## config.mk

```make
export PLATFORM = sky130hd
export DESIGN_NAME = rpkt_framer
export DESIGN_NICKNAME = d
export VERILOG_FILES = /design/src/rtl/rpf_pkg.sv /design/src/rtl/rpf_bit_timer.sv /design/src/rtl/rpf_sym_enc.sv /design/src/rtl/rpkt_framer.sv
export SDC_FILE = /design/constraint.sdc
export NUM_CORES = 1
export LEC_CHECK = 0
export ABC_CLOCK_PERIOD_IN_PS = 2900
export BUFFER_PORTS_ARGS = -buffer_cell sky130_fd_sc_hd__buf_2
export CORE_MARGIN = 4
export CORE_UTILIZATION = 35
export CTS_CLUSTER_DIAMETER = 120
export CTS_CLUSTER_SIZE = 14
export DETAILED_ROUTE_END_ITERATION = 12
export REMOVE_ABC_BUFFERS = 1
export SYNTH_ARGS = -nofsm -noshare
export SYNTH_HDL_FRONTEND = slang
export SYNTH_SLANG_ARGS = --single-unit
```

## constraint.sdc

```tcl
create_clock -name clk -period 2.9 [get_ports clk]
set_input_delay 0.58 -clock clk [delete_from_list [all_inputs] [get_ports clk]]
set_output_delay 0.58 -clock clk [all_outputs]
set_load 0.01 [all_outputs]
```

## src/rtl/rpf_pkg.sv

```systemverilog
package rpf_pkg;

    typedef enum logic [2:0] {
        ST_IDLE,
        ST_WAKE,
        ST_HOLD,
        ST_PRE,
        ST_SYNC,
        ST_DATA,
        ST_CSUM
    } fr_state_e;

    // Barker 1110010 + balancing 0, and its complement + balancing 1
    localparam logic [7:0] SYNC_WORD = 8'b1110_0100;
    localparam logic [7:0] HOLD_WORD = 8'b0001_1011;

    // k-th ascending 6-bit word with three ones, skipping 000111 and 111000
    function automatic logic [5:0] nib_code(input int k);
        int         seen;
        logic [5:0] r;
        seen = 0;
        r    = '0;
        for (int v = 0; v < 64; v++) begin
            if ($countones(6'(v)) == 3 && v != 7 && v != 56) begin
                if (seen == k) r = 6'(v);
                seen++;
            end
        end
        return r;
    endfunction

endpackage

```

## src/rtl/rpf_bit_timer.sv

```systemverilog
module rpf_bit_timer #(
    parameter int CLK_PER_BIT = 128
) (
    input  logic clk,
    input  logic rst_n,
    input  logic clr_i,
    output logic tick_o
);
    localparam int TW = (CLK_PER_BIT > 2) ? $clog2(CLK_PER_BIT) : 1;

    logic [TW-1:0] cnt_d, cnt_q;

    always_comb begin
        tick_o = (cnt_q == TW'(CLK_PER_BIT - 1));
        if (clr_i || tick_o) cnt_d = '0;
        else                 cnt_d = cnt_q + TW'(1);
    end

    always_ff @(posedge clk or negedge rst_n) begin
        if (!rst_n) cnt_q <= '0;
        else        cnt_q <= cnt_d;
    end
endmodule

```

## src/rtl/rpf_sym_enc.sv

```systemverilog
module rpf_sym_enc
    import rpf_pkg::*;
(
    input  logic [7:0]  byte_i,
    output logic [11:0] sym_o
);
    logic [5:0] tab [16];

    for (genvar g = 0; g < 16; g++) begin : g_tab
        localparam logic [5:0] CODE = nib_code(g);
        assign tab[g] = CODE;
    end

    assign sym_o = {tab[byte_i[7:4]], tab[byte_i[3:0]]};
endmodule

```

## src/rtl/rpkt_framer.sv

```systemverilog
module rpkt_framer
    import rpf_pkg::*;
#(
    parameter int CLK_PER_BIT = 128,
    parameter int MAX_BYTES   = 60,
    parameter int HOLD_SPAN   = 256
) (
    input  logic                         clk,
    input  logic                         rst_n,
    input  logic                         start_i,
    input  logic [7:0]                   pre_cycles_i,
    input  logic [7:0]                   wake_units_i,
    input  logic [7:0]                   rd_data_i,
    output logic [$clog2(MAX_BYTES)-1:0] rd_addr_o,
    output logic                         busy_o,
    output logic                         tx_en_n_o,
    output logic                         txd_o
);
    localparam int AW  = $clog2(MAX_BYTES);
    localparam int LW  = $clog2(MAX_BYTES + 1);
    localparam int HCW = $clog2(HOLD_SPAN + 1);
    localparam int CW  = (HCW > 8) ? HCW : 8;

    typedef struct packed {
        fr_state_e      st;
        logic           busy;
        logic [11:0]    sh;     // left-aligned word being sent
        logic [3:0]     nb;     // bits left in word, including current
        logic [CW-1:0]  cyc;    // preamble pairs left, including current
        logic [7:0]     units;
        logic [7:0]     pre;
        logic [AW-1:0]  idx;
        logic [LW-1:0]  left;   // data bytes still to load
        logic [7:0]     csum;
    } fr_regs_t;

    fr_regs_t d, q;

    logic        tick;
    logic        take;
    logic [7:0]  enc_in;
    logic [11:0] enc_sym;
    logic [7:0]  pre_eff;
    logic [5:0]  ctl_len;
    logic [LW-1:0] n_bytes;

    assign take = (q.st == ST_IDLE) && start_i;

    rpf_bit_timer #(.CLK_PER_BIT(CLK_PER_BIT)) u_timer (
        .clk    (clk),
        .rst_n  (rst_n),
        .clr_i  (take),
        .tick_o (tick)
    );

    assign enc_in = (q.st == ST_DATA && q.left == '0) ? q.csum : rd_data_i;

    rpf_sym_enc u_enc (
        .byte_i (enc_in),
        .sym_o  (enc_sym)
    );

    always_comb begin
        pre_eff = (pre_cycles_i == 8'd0) ? 8'd1 : pre_cycles_i;
        ctl_len = rd_data_i[5:0];
        if (ctl_len == 6'd0)                n_bytes = LW'(1);
        else if (int'(ctl_len) > MAX_BYTES) n_bytes = LW'(MAX_BYTES);
        else                                n_bytes = LW'(ctl_len);
    end

    always_comb begin
        d = q;
        if (q.st == ST_IDLE) begin
            if (start_i) begin
                d.busy  = 1'b1;
                d.pre   = pre_eff;
                d.units = wake_units_i;
                d.csum  = '0;
                d.idx   = '0;
                d.left  = n_bytes;
                d.sh    = {2'b01, 10'b0};
                d.nb    = 4'd2;
                if (wake_units_i != 8'd0) begin
                    d.st  = ST_WAKE;
                    d.cyc = CW'(HOLD_SPAN);
                end else begin
                    d.st  = ST_PRE;
                    d.cyc = CW'(pre_eff);
                end
            end
        end else if (tick) begin
            if (q.nb != 4'd1) begin
                d.sh = q.sh << 1;
                d.nb = q.nb - 4'd1;
            end else begin
                case (q.st)
                    ST_WAKE, ST_PRE: begin
                        if (q.cyc != CW'(1)) begin
                            d.cyc = q.cyc - CW'(1);
                            d.sh  = {2'b01, 10'b0};
                            d.nb  = 4'd2;
                        end else begin
                            d.st = (q.st == ST_WAKE) ? ST_HOLD : ST_SYNC;
                            d.sh = {(q.st == ST_WAKE) ? HOLD_WORD : SYNC_WORD, 4'b0};
                            d.nb = 4'd8;
                        end
                    end
                    ST_HOLD: begin
                        d.units = q.units - 8'd1;
                        d.sh    = {2'b01, 10'b0};
                        d.nb    = 4'd2;
                        if (q.units != 8'd1) begin
                            d.st  = ST_WAKE;
                            d.cyc = CW'(HOLD_SPAN);
                        end else begin
                            d.st  = ST_PRE;
                            d.cyc = CW'(q.pre);
                        end
                    end
                    ST_SYNC, ST_DATA: begin
                        d.sh = enc_sym;
                        d.nb = 4'd12;
                        if (q.st == ST_SYNC || q.left != '0) begin
                            d.st   = ST_DATA;
                            d.csum = q.csum + rd_data_i;
                            d.left = q.left - LW'(1);
                            d.idx  = (q.left == LW'(1)) ? '0 : q.idx + AW'(1);
                        end else begin
                            d.st = ST_CSUM;
                        end
                    end
                    ST_CSUM: begin
                        d.st   = ST_IDLE;
                        d.busy = 1'b0;
                        d.sh   = '0;
                        d.nb   = '0;
                    end
                    default: d.st = ST_IDLE;
                endcase
            end
        end
    end

    always_ff @(posedge clk or negedge rst_n) begin
        if (!rst_n) q <= '0;
        else        q <= d;
    end

    assign rd_addr_o = q.idx;
    assign busy_o    = q.busy;
    assign tx_en_n_o = ~q.busy;
    assign txd_o     = q.sh[11];
endmodule

```

==> run_results.csv, run 1 <==
group,metric,value,unit
clock_tree,cts_buffer_depth,2,
sta,worst_pin_slew,871.7,ps
synth,synthDistinctLibCells,83,
global_routing,grt_max_degree,29,
synth,synth_top_family_by_area,"compound AO/OA/AOI/OAI gates",
setup_path,cp_cell_sequence,"or4_4 -> nor3_4 -> mux2_4 -> ha_4 -> buf_4 -> xnor2_1 -> a22oi_1 -> nand2_1 -> a22o_2 -> a22o_1",
outcome,outcome,"complete, no violations",
drt,first_pass_iters,7,
min_path,min_path_type,"input port to async pin",
drt,drt_iter0_drc,366,
power_and_ir_drop,seqPwrFrac,44.6,%
drt,antenna_left,0,
sta,finalSetupViolCount,0,
clock_tree,cts_tree,"done",
place,placed_cells,867,
cells_and_area,fin_nets,730,
sta,slew_headroom,41.50,%
floorplanning,core_area,15260,µm²
global_routing,antenna_found_initial,0,
place,gp_congestion,0.8660,
power_and_ir_drop,p_total,2.337,mW
synth,synth_xor_area_share,2.892,%
sta,finalHoldViolations,0,
synth,ys.flop_type,"dfrtp_1",
setup_path,startpoint,"q[12]$_DFFE_PN0P_",
synth,synth_mux_area_share,4.039,%
setup_path,end_kind,"flop",
setup_path,rrSetupSlack,120,ps
setup_path,worstSetupPathType,"flop to flop",
power_and_ir_drop,power_frac_comb,11.0,%
sta,fin_skew,7.135,ps
place,port_buffers,35,
global_routing,grt-ovfl-total,0,
sta,fmaxAchievable,0.3597,GHz
power_and_ir_drop,power_switching_share,25.32,%
sta,rsz0062_at_grt,"no",
clock_tree,root_buffer,"clkbuf_16",
setup_path,required,3130,ps
synth,yosysMostFrequentCell,"nand2_1",
setup_path,max_stage_delay,560,ps
drt,drt_wl_total,15150,µm
setup_path,r2r_start,"q[12]$_DFFE_PN0P_",
floorplanning,initial_utilization,35.73,%
clock_tree,clock-sinks,72,
floorplanning,io_pins,36,
setup_path,arrival,3010,ps
clock_tree,numCtsBuffers,9,
setup_path,crit_slowest_cell,"or4_4",
cells_and_area,area_growth,14.55,%
power_and_ir_drop,power_frac_clock,44.4,%
sta,slew_violations,0,
synth,synth_edf_count,0,
synth,yosysTopAreaCell,"dfrtp_1",
floorplanning,die_y,132.8,µm
place,dp_hpwl,11070,µm
floorplanning,dieArea,17640,µm²
sta,post-route-min-period,2780,ps
cells_and_area,drive_gt1_share,18.10,%
synth,synth_common_cells,"73 x nand2_1, 72 x dfrtp_1, 49 x nor2_1",
synth,ys_ff_latch,72,
synth,ys_seq_area_share,33.05,%
global_routing,track_usage,17.52,%
synth,synthAdderAreaFrac,7.712,%
setup_path,crit_family,"simple AND/OR/NAND/NOR gates",
setup_path,r2r_cells,10,
synth,synthSimpleGateAreaFrac,22.72,%
power_and_ir_drop,powerDensity,374.3,nW/µm²
cells_and_area,nFillCells,1503,
power_and_ir_drop,p_int,1.746,mW
setup_path,path_max_fanout,2,
setup_path,reg2reg_to,"q[49]$_DFFE_PN0P_",
cells_and_area,diodes,0,
synth,syn_inst,629,
power_and_ir_drop,p_switching,591.9,µW
synth,syn_avg_cell_area,8.667,µm²
floorplanning,rows,45,
clock_tree,htreeDepth,3,
global_routing,grt_pass1_vias,4905,
global_routing,grt_pass1_wl,25070,µm
drt,wl_per_cell,17.11,µm
synth,synth_top_cell_area_share,33.05,%
drt,drc_errors,0,
power_and_ir_drop,p_leak,2.765,nW
synth,async_flop_share,100.0,%
clock_tree,clk_latency,340,ps
synth,yosys-top-cells-area,"dfrtp_1 33%, ha_1 7.3%, nand2_1 5.0%",
clock_tree,clk_pin_slew_worst_paths,50,ps
run,maxCapViolations,0,
cells_and_area,final_cell_count_no_fill,885,
setup_path,crit_buf_inv,1,
setup_path,start_kind,"flop",
drt,vias,4970,
power_and_ir_drop,ir_drop,314.1,µV
sta,fin_crit_sh,95.87,%
cells_and_area,utilization,40.93,%
synth,yosys_warnings,0,
synth,synth_compound_area_share,23.64,%
floorplanning,die_w,132.8,µm
drt,via_per_inst,5.616,
synth,syn_area,5451,µm²
[worst max-delay path by stage]
stage	to	slack, ps	cells after the start
floorplan	q[49]$_DFFE_PN0P_	-310	8
global placement	q[49]$_DFFE_PN0P_	50	8
detailed placement	q[58]$_DFFE_PN0P_	-50	10
CTS	q[49]$_DFFE_PN0P_	8	8
global route	q[49]$_DFFE_PN0P_	10	8
finish	q[49]$_DFFE_PN0P_	120	10
[metal layers]
metal / up-vias / share of wire, % / global-route usage, %
met2: 150 / 45 / 27.12
met4: 0 / 2.8 / 7.506
met5: - / 0 / 0
met1: 2396 / 47 / 23.48
met3: 33 / 5.2 / 4.030
li1: 2391 / - / -
[power by group through the flow]
stage               logic, mW  registers, mW  clock network, mW
finish                  0.257           1.04               1.04
detailed placement      0.255           1.06                  0
global placement        0.245           1.06                  0
floorplan               0.139           1.06                  0
CTS                     0.257           1.04               1.07
global route            0.289           1.05               1.11
[final cells by class]
| class | instances | area [µm²] | area share (%) |
|---|---|---|---|
| multi-input cells | 491 | 3354 | 53.72 |
| flip-flops and latches | 72 | 1802 | 28.85 |
| repair buffers | 73 | 464.2 | 7.433 |
| well taps | 211 | 264.0 | 4.228 |
| clock buffers | 12 | 256.5 | 4.107 |
| inverters | 23 | 86.33 | 1.382 |
| clock inverters | 3 | 17.52 | 0.2805 |
[through the flow]
step | cell area, µm² | setup slack, ps | hold WS [ps] | setup TNS [ps]
2_1_floorplan | 5214 | -306.1 | 284.4 | -306.1
3_3_place_gp | 5916 | 46.76 | 455.5 | 0
3_5_place_dp | 5916 | -52.75 | 463.5 | -52.75
4_1_cts | 6202 | 8.409 | 215.3 | 0
5_1_grt | 6245 | 12.21 | 232.1 | 0
6_report | 6245 | 119.9 | 206.6 | 0
[state kept, by name (all words and copies together), names as in the netlist]
signal / count
busy_o: 1
q: 57
txd_o: 1
rd_addr_o: 6
u_timer.cnt_q: 7
[cell usage in the layout, fill, tap and decap left out, types with 4 or more instances in the layout]
cell | synthesis | layout
a211oi_1 | 4 | 4
a21o_1 | 4 | 4
a21oi_1 | 41 | 41
a221o_1 | 5 | 5
a221oi_1 | 5 | 5
a22o_1 | 8 | 8
a22oi_1 | 8 | 8
a31oi_1 | 6 | 6
a32oi_1 | 7 | 7
and2_1 | 9 | 9
and3_1 | 6 | 6
buf_2 | 7 | 35
buf_4 | 8 | 37
clkbuf_16 | 0 | 9
dfrtp_1 | 72 | 72
ha_1 | 32 | 31
inv_1 | 23 | 22
mux2_2 | 8 | 7
mux2i_1 | 13 | 12
nand2_1 | 73 | 73
nand2b_1 | 10 | 10
nand3_1 | 15 | 15
nand3b_1 | 5 | 5
nand4_1 | 4 | 4
nor2_1 | 49 | 49
nor2b_1 | 8 | 8
nor3_1 | 14 | 14
nor4_1 | 7 | 7
o211ai_1 | 7 | 7
o21ai_0 | 37 | 37
o31ai_1 | 10 | 10
or3_1 | 6 | 6
or4_1 | 6 | 6
xnor2_1 | 9 | 9
xor2_1 | 9 | 9
[logic make-up (layout without fill, tap and decap cells)]
kind of cell    Yosys count  after routing
simple gates            234            234
compound gates          185            185
flops                    72             72
buf+inv                  66            111
fa+ha+maj                33             33
mux                      21             21
xor+xnor                 18             18
[what timing repair did]
action / CTS / global route
buffers inserted: 0 / 3
gates resized for setup: 2 / 4
hold buffers: 0 / 0
setup endpoints to repair: 1 / 3
pin swaps: 0 / 3
Note: power is estimated with default switching activity, not from simulation.
==> run 2: changes to the inputs <==
RECOVER_POWER = 25   (was not set)
TNS_END_PERCENT = 30   (was not set)
==> run 2 against run 1 <==
  * Clock-buffer cell count unchanged
  * Critical endpoint is now q[58]$_DFFE_PN0P_
  * Largest power group unchanged
  * Clock power about the same
  * Core utilization decreased by 0.12 points
  * Sequential share of layout area increased by 0.087 points
  * Register-to-register slack got worse by 30 ps
  * Via count decreased by 0.26%
  * Worst setup slack got worse by 28 ps
==> run_results.csv, run 2 (same netlist as run 1, synthesis figures left out) <==
group,metric,value,unit
outcome,outcome,"complete, no violations",
cells_and_area,fin_nets,728,
drt,via_per_inst,5.614,
sta,fmaxAchievable,0.3561,GHz
cells_and_area,layout_commonest_cell,"nand2_1",
cells_and_area,final_cell_count_no_fill,883,
setup_path,start_kind,"flop",
cells_and_area,diodes,0,
setup_path,crit_slowest_cell,"or4_4",
floorplanning,rows,45,
drt,drc_errors,0,
cells_and_area,final_cell_mix,"73 x nand2_1, 72 x dfrtp_1, 49 x nor2_1",
sta,finalSetupViolCount,0,
sta,finalHoldViolations,0,
clock_tree,clk_pin_slew_worst_paths,50,ps
clock_tree,cts_hold_buf,0,
clock_tree,clk_latency,340,ps
drt,drt_wl_total,15160,µm
setup_path,max_stage_delay,560,ps
power_and_ir_drop,ir_drop,315.3,µV
setup_path,worstSetupPathType,"flop to flop",
cells_and_area,largest_register_ff_count,57,
sta,worst_pin_slew,1218,ps
setup_path,end_kind,"flop",
clock_tree,cts_buffer_depth,2,
sta,slew_headroom,18.83,%
global_routing,grt_pass1_wl,25070,µm
floorplanning,die_w,132.8,µm
min_path,min_path_type,"input port to async pin",
cells_and_area,final_area,6226,µm²
global_routing,grt-ovfl-total,0,
cells_and_area,area_growth,14.21,%
global_routing,grt_pass1_vias,4905,
place,gp_congestion,0.8660,
power_and_ir_drop,p_total,2.338,mW
drt,first_pass_iters,7,
global_routing,track_usage,17.52,%
clock_tree,htreeDepth,3,
drt,wl_per_cell,17.17,µm
cells_and_area,regMostFlops,"q",
sta,post-route-min-period,2808,ps
run,maxCapViolations,0,
drt,vias,4957,
drt,drt_iter0_drc,410,
sta,fin_crit_sh,96.83,%
sta,slew_violations,0,
place,placed_cells,867,
clock_tree,clock-sinks,72,
floorplanning,dieArea,17640,µm²
power_and_ir_drop,powerDensity,375.5,nW/µm²
floorplanning,core_area,15260,µm²
global_routing,grt_max_degree,29,
power_and_ir_drop,p_leak,2.751,nW
clock_tree,numCtsBuffers,9,
global_routing,antenna_found_initial,0,
place,dp_hpwl,11070,µm
floorplanning,initial_utilization,35.73,%
clock_tree,root_buffer,"clkbuf_16",
setup_path,path_max_fanout,12,
place,place_area,5916,µm²
cells_and_area,drive_gt1_share,17.71,%
sta,fin_skew,6.627,ps
setup_path,arrival,3080,ps
clock_tree,cts_tree,"done",
floorplanning,io_pins,36,
setup_path,cp_cell_sequence,"or4_4 -> nor3_4 -> buf_6 -> mux2i_4 -> inv_2 -> ha_1 -> o2bb2ai_1 -> mux2i_1 -> a221oi_1 -> a221o_1",
drt,antenna_left,0,
place,port_buffers,35,
setup_path,required,3170,ps
sta,rsz0062_at_grt,"yes",
floorplanning,die_y,132.8,µm
==> run 2: path summary, 6_finish.rpt <==
check / startpoint / end / slack (ps) / depth (start not counted)
worst min-delay path: rst_n / q[30]$_DFFE_PN0P_ / 470 / 1
worst max-delay path: q[12]$_DFFE_PN0P_ / q[58]$_DFFE_PN0P_ / 90 / 10
max in group asynchronous: rst_n / q[2]$_DFFE_PN0P_ / 1180 / 2
worst max register to register: q[12]$_DFFE_PN0P_ / q[58]$_DFFE_PN0P_ / 90 / 10
worst min register to register: q[23]$_DFFE_PN0P_ / q[23]$_DFFE_PN0P_ / 480 / 2
min in group clk: pre_cycles_i[4] / q[24]$_DFFE_PN0P_ / 470 / 3
==> run 2: metal layers <==
| metal | wire length [µm] | up-vias | share of wire (%) | GRT usage (%) |
|---|---|---|---|---|
| met5 | 0 | - | 0 | 0 |
| met4 | 409 | 0 | 2.7 | 7.506 |
| met3 | 803 | 30 | 5.3 | 4.030 |
| met2 | 6927 | 144 | 46 | 27.12 |
| met1 | 7022 | 2398 | 46 | 23.48 |
| li1 | - | 2385 | - | - |
==> run 2: where the power goes <==
| group | internal, mW | switching [mW] |
|---|---|---|
| clock | 0.618 | 0.420 |
| sequential | 1.02 | 0.0213 |
| combinational | 0.105 | 0.151 |
| total | 1.74 | 0.593 |
==> run 2: final cells by class <==
| cell class | count | area (µm²) |
|---|---|---|
| sequential | 72 | 1802 |
| inverter | 23 | 86.33 |
| clock inverter | 3 | 17.52 |
| clock buffer | 12 | 256.5 |
| multi-input combinational | 491 | 3354 |
| timing repair buffer | 71 | 445.4 |
| tap | 211 | 264.0 |
| fill | 1505 | 9032 |
==> run 2: repair_timing <==
action,CTS,global route
setup endpoints to repair,1,3
resized for setup,2,4
setup buffers,0,1
pin swaps,0,3
==> run 2: stage by stage <==
step                worst slack [ps]  util, %  TNS (ps)  hold WS (ps)
global route                  -23.73    40.80    -30.36         472.9
floorplan                     -306.1        -    -306.1         284.4
finish                         91.88    40.80         0         468.3
detailed placement            -52.75    38.77    -52.75         463.5
CTS                            8.409    40.65         0         215.3
global placement               46.76    38.77         0         455.5
==> run 2: critical path, delay by kind of cell, from the launching register on <==
kind	cells	cell delay (ps)
AND/OR/NAND/NOR	2	850
flip-flops	1	370
AO/OA/AOI/OAI	3	610
multiplexers	2	380
buffers and inverters	2	310
adder cells (fa/ha/maj)	1	220
==> run 3: changes to the inputs <==
SYNTH_HIERARCHICAL = 1   (was not set)
==> run 3 against run 2 <==
  * The run now ends with capacitance limit, slew limit left
  * Via count decreased by 13%
  * Core utilization increased by 2.7 points
  * Wire length decreased by 19%
  * First-iteration DRC count decreased by 36%
  * Largest cell class unchanged
  * Register-to-register slack about the same
==> run_results.csv, run 3 <==
group,metric,value,unit
cells_and_area,fin_nets,683,
power_and_ir_drop,ir_drop,235.3,µV
synth,synthAdderAreaFrac,9.100,%
synth,synthSimpleGateAreaFrac,19.33,%
cells_and_area,regArea,1802,µm²
drt,first_pass_iters,5,
synth,syn_inst,565,
drt,wl_per_cell,15.36,µm
synth,ys_ff_latch,72,
cells_and_area,layout_commonest_cell,"dfrtp_1",
sta,finalHoldViolations,0,
place,dp_hpwl,8843,µm
floorplanning,dieArea,15940,µm²
clock_tree,cts_hold_buf,0,
global_routing,grt_pass1_wl,20630,µm
global_routing,grt_pass1_vias,4245,
global_routing,track_usage,15.57,%
cells_and_area,diodes,0,
drt,vias,4337,
min_path,min_path_type,"flop to flop",
place,placed_cells,784,
drt,via_per_inst,5.414,
floorplanning,die_w,126.3,µm
sta,post-route-min-period,2813,ps
synth,syn_area,4895,µm²
floorplanning,initial_utilization,36.38,%
place,place_area,5416,µm²
clock_tree,clk_pin_slew_worst_paths,60,ps
synth,yosys-top-cells-area,"dfrtp_1 37%, ha_1 8.7%, o21ai_0 6.4%",
cells_and_area,final_area,5857,µm²
synth,synth_compound_area_share,24.64,%
clock_tree,root_buffer,"clkbuf_16",
power_and_ir_drop,p_leak,2.584,nW
outcome,outcome,"finished with violations",
floorplanning,rows,42,
sta,fin_skew,4.670,ps
cells_and_area,final_cell_count_no_fill,801,
clock_tree,clock-sinks,72,
sta,fin_crit_sh,97.00,%
drt,drt_iter0_drc,262,
synth,yosysMostFrequentCell,"dfrtp_1",
setup_path,required,3120,ps
setup_path,end_kind,"flop",
synth,synth_edf_count,0,
synth,yosysTopAreaCell,"dfrtp_1",
synth,synth_common_cells,"72 x dfrtp_1, 63 x o21ai_0, 61 x nand2_1",
synth,synth_mux_area_share,2.122,%
synth,synth_xor_area_share,1.943,%
sta,rsz0062_at_grt,"yes",
sta,slew_violations,73,
cells_and_area,regMostFlops,"q",
sta,fmaxAchievable,0.3555,GHz
synth,synth_top_cell_area_share,36.81,%
sta,tns,0,ps
floorplanning,core_area,13450,µm²
drt,drc_errors,0,
sta,slew_headroom,-19.10,%
setup_path,path_max_fanout,5,
setup_path,worstSetupPathType,"flop to flop",
place,gp_congestion,0.8121,
synth,synthDistinctLibCells,73,
cells_and_area,drive_gt1_share,20.00,%
sta,finalSetupViolCount,0,
cells_and_area,multi_input_comb_area,2884,µm²
cells_and_area,area_growth,19.66,%
drt,antenna_left,0,
global_routing,grt-ovfl-total,0,
synth,yosys_warnings,6,
floorplanning,die_y,126.3,µm
setup_path,arrival,3040,ps
setup_path,cp_cell_sequence,"nor4_2 -> and3_1 -> and2_4 -> mux2_4 -> inv_4 -> buf_6 -> buf_4 -> ha_2 -> nor3b_2 -> a211oi_1 -> a2111oi_1 -> nor2_1 -> a32o_1",
clock_tree,cts_tree,"done",
cells_and_area,final_cell_mix,"72 x dfrtp_1, 61 x nand2_1, 59 x o21ai_0",
cells_and_area,largest_register_ff_count,57,
setup_path,max_stage_delay,390,ps
sta,fin_hold_ws,459.4,ps
floorplanning,io_pins,36,
cells_and_area,nFillCells,1363,
clock_tree,numCtsBuffers,9,
synth,async_flop_share,100.0,%
synth,syn_avg_cell_area,8.663,µm²
clock_tree,clk_latency,340,ps
clock_tree,cts_buffer_depth,2,
synth,synth_top_family_by_area,"compound AO/OA/AOI/OAI gates",
global_routing,antenna_found_initial,0,
setup_path,start_kind,"flop",
global_routing,grt_max_degree,73,
clock_tree,htreeDepth,3,
place,port_buffers,35,
drt,drt_wl_total,12300,µm
synth,ys_seq_area_share,36.81,%
synth,ys.flop_type,"dfrtp_1",
sta,worst_pin_slew,1787,ps
power_and_ir_drop,powerDensity,460.7,nW/µm²
run,maxCapViolations,1,
outcome,failed_checks,"capacitance limit, slew limit",
setup_path,crit_slowest_cell,"dfrtp_1",
==> run 3: repair_timing <==
item	in CTS	in global routing
buffers inserted	0	2
gates cloned	0	0
endpoints found under the setup margin	2	7
pin swaps	3	12
resized for setup	4	22
==> run 3: final timing paths <==
kind / to / startpoint / slack (ps) / cells past startpoint
worst max-delay path: q[58]$_DFFE_PN0P_ / q[11]$_DFFE_PN0P_ / 90 / 13
worst min-delay path: u_timer/cnt_q[0]$_DFF_PN0_ / u_timer/cnt_q[0]$_DFF_PN0_ / 460 / 1
worst max register to register: q[58]$_DFFE_PN0P_ / q[11]$_DFFE_PN0P_ / 90 / 13
worst min register to register: u_timer/cnt_q[0]$_DFF_PN0_ / u_timer/cnt_q[0]$_DFF_PN0_ / 460 / 1
max in group asynchronous: q[53]$_DFFE_PN0P_ / rst_n / 1130 / 1
min in group asynchronous: u_timer/cnt_q[1]$_DFF_PN0_ / rst_n / 720 / 1
==> run 3: per-stage QoR <==
stage	total power, mW	util, %	worst slack, ps
6_report	2.698	43.54	86.97
5_1_grt	2.821	43.54	-68.64
4_1_cts	2.706	42.93	2.483
3_5_place_dp	1.412	40.26	-215.5
3_3_place_gp	1.401	40.26	-146.0
2_1_floorplan	1.299	-	-756.0
==> run 3: logic make-up (layout without fill, tap and decap cells) <==
kind of cell	after synthesis	after routing
muxes	8	8
adders and majority gates	35	35
AOI/OAI and AO/OA	184	184
and+or+nand+nor	195	195
DFF	72	72
buffers and inverters	61	121
xor gates and xnor gates	10	10
==> run 3: power by group <==
group	leakage [nW]	switching [mW]	internal [mW]	total (mW)
Clock	0.161	0.430	0.858	1.29
Sequential	0.926	0.0583	1.07	1.12
Combinational	1.50	0.159	0.128	0.286
==> run 3: layout make-up <==
cell class,count,share of cell area (%)
Clock inverter,5,1.794
Timing Repair Buffer,77,8.438
Clock buffer,10,4.080
Multi-Input combinational cell,432,49.24
Sequential cell,72,30.76
Tap cell,176,3.760
Inverter,29,1.923
==> run 3: routing by layer <==
metal  track usage (%)  wire (µm)  share of wire, %
met5                 0          0                 0
met4             4.227        114              0.93
met3             2.371        476               3.9
met2             26.60       6035                49
met1             20.60       5677                46
==> run 3: worst max-delay path: cells and delay by family, from the launching register on <==
kind | cells | cell delay, ps
DFF | 1 | 390
and+or+nand+nor | 5 | 1010
AOI/OAI and AO/OA | 3 | 650
adders and majority gates | 1 | 170
muxes | 1 | 180
buffers and inverters | 3 | 290
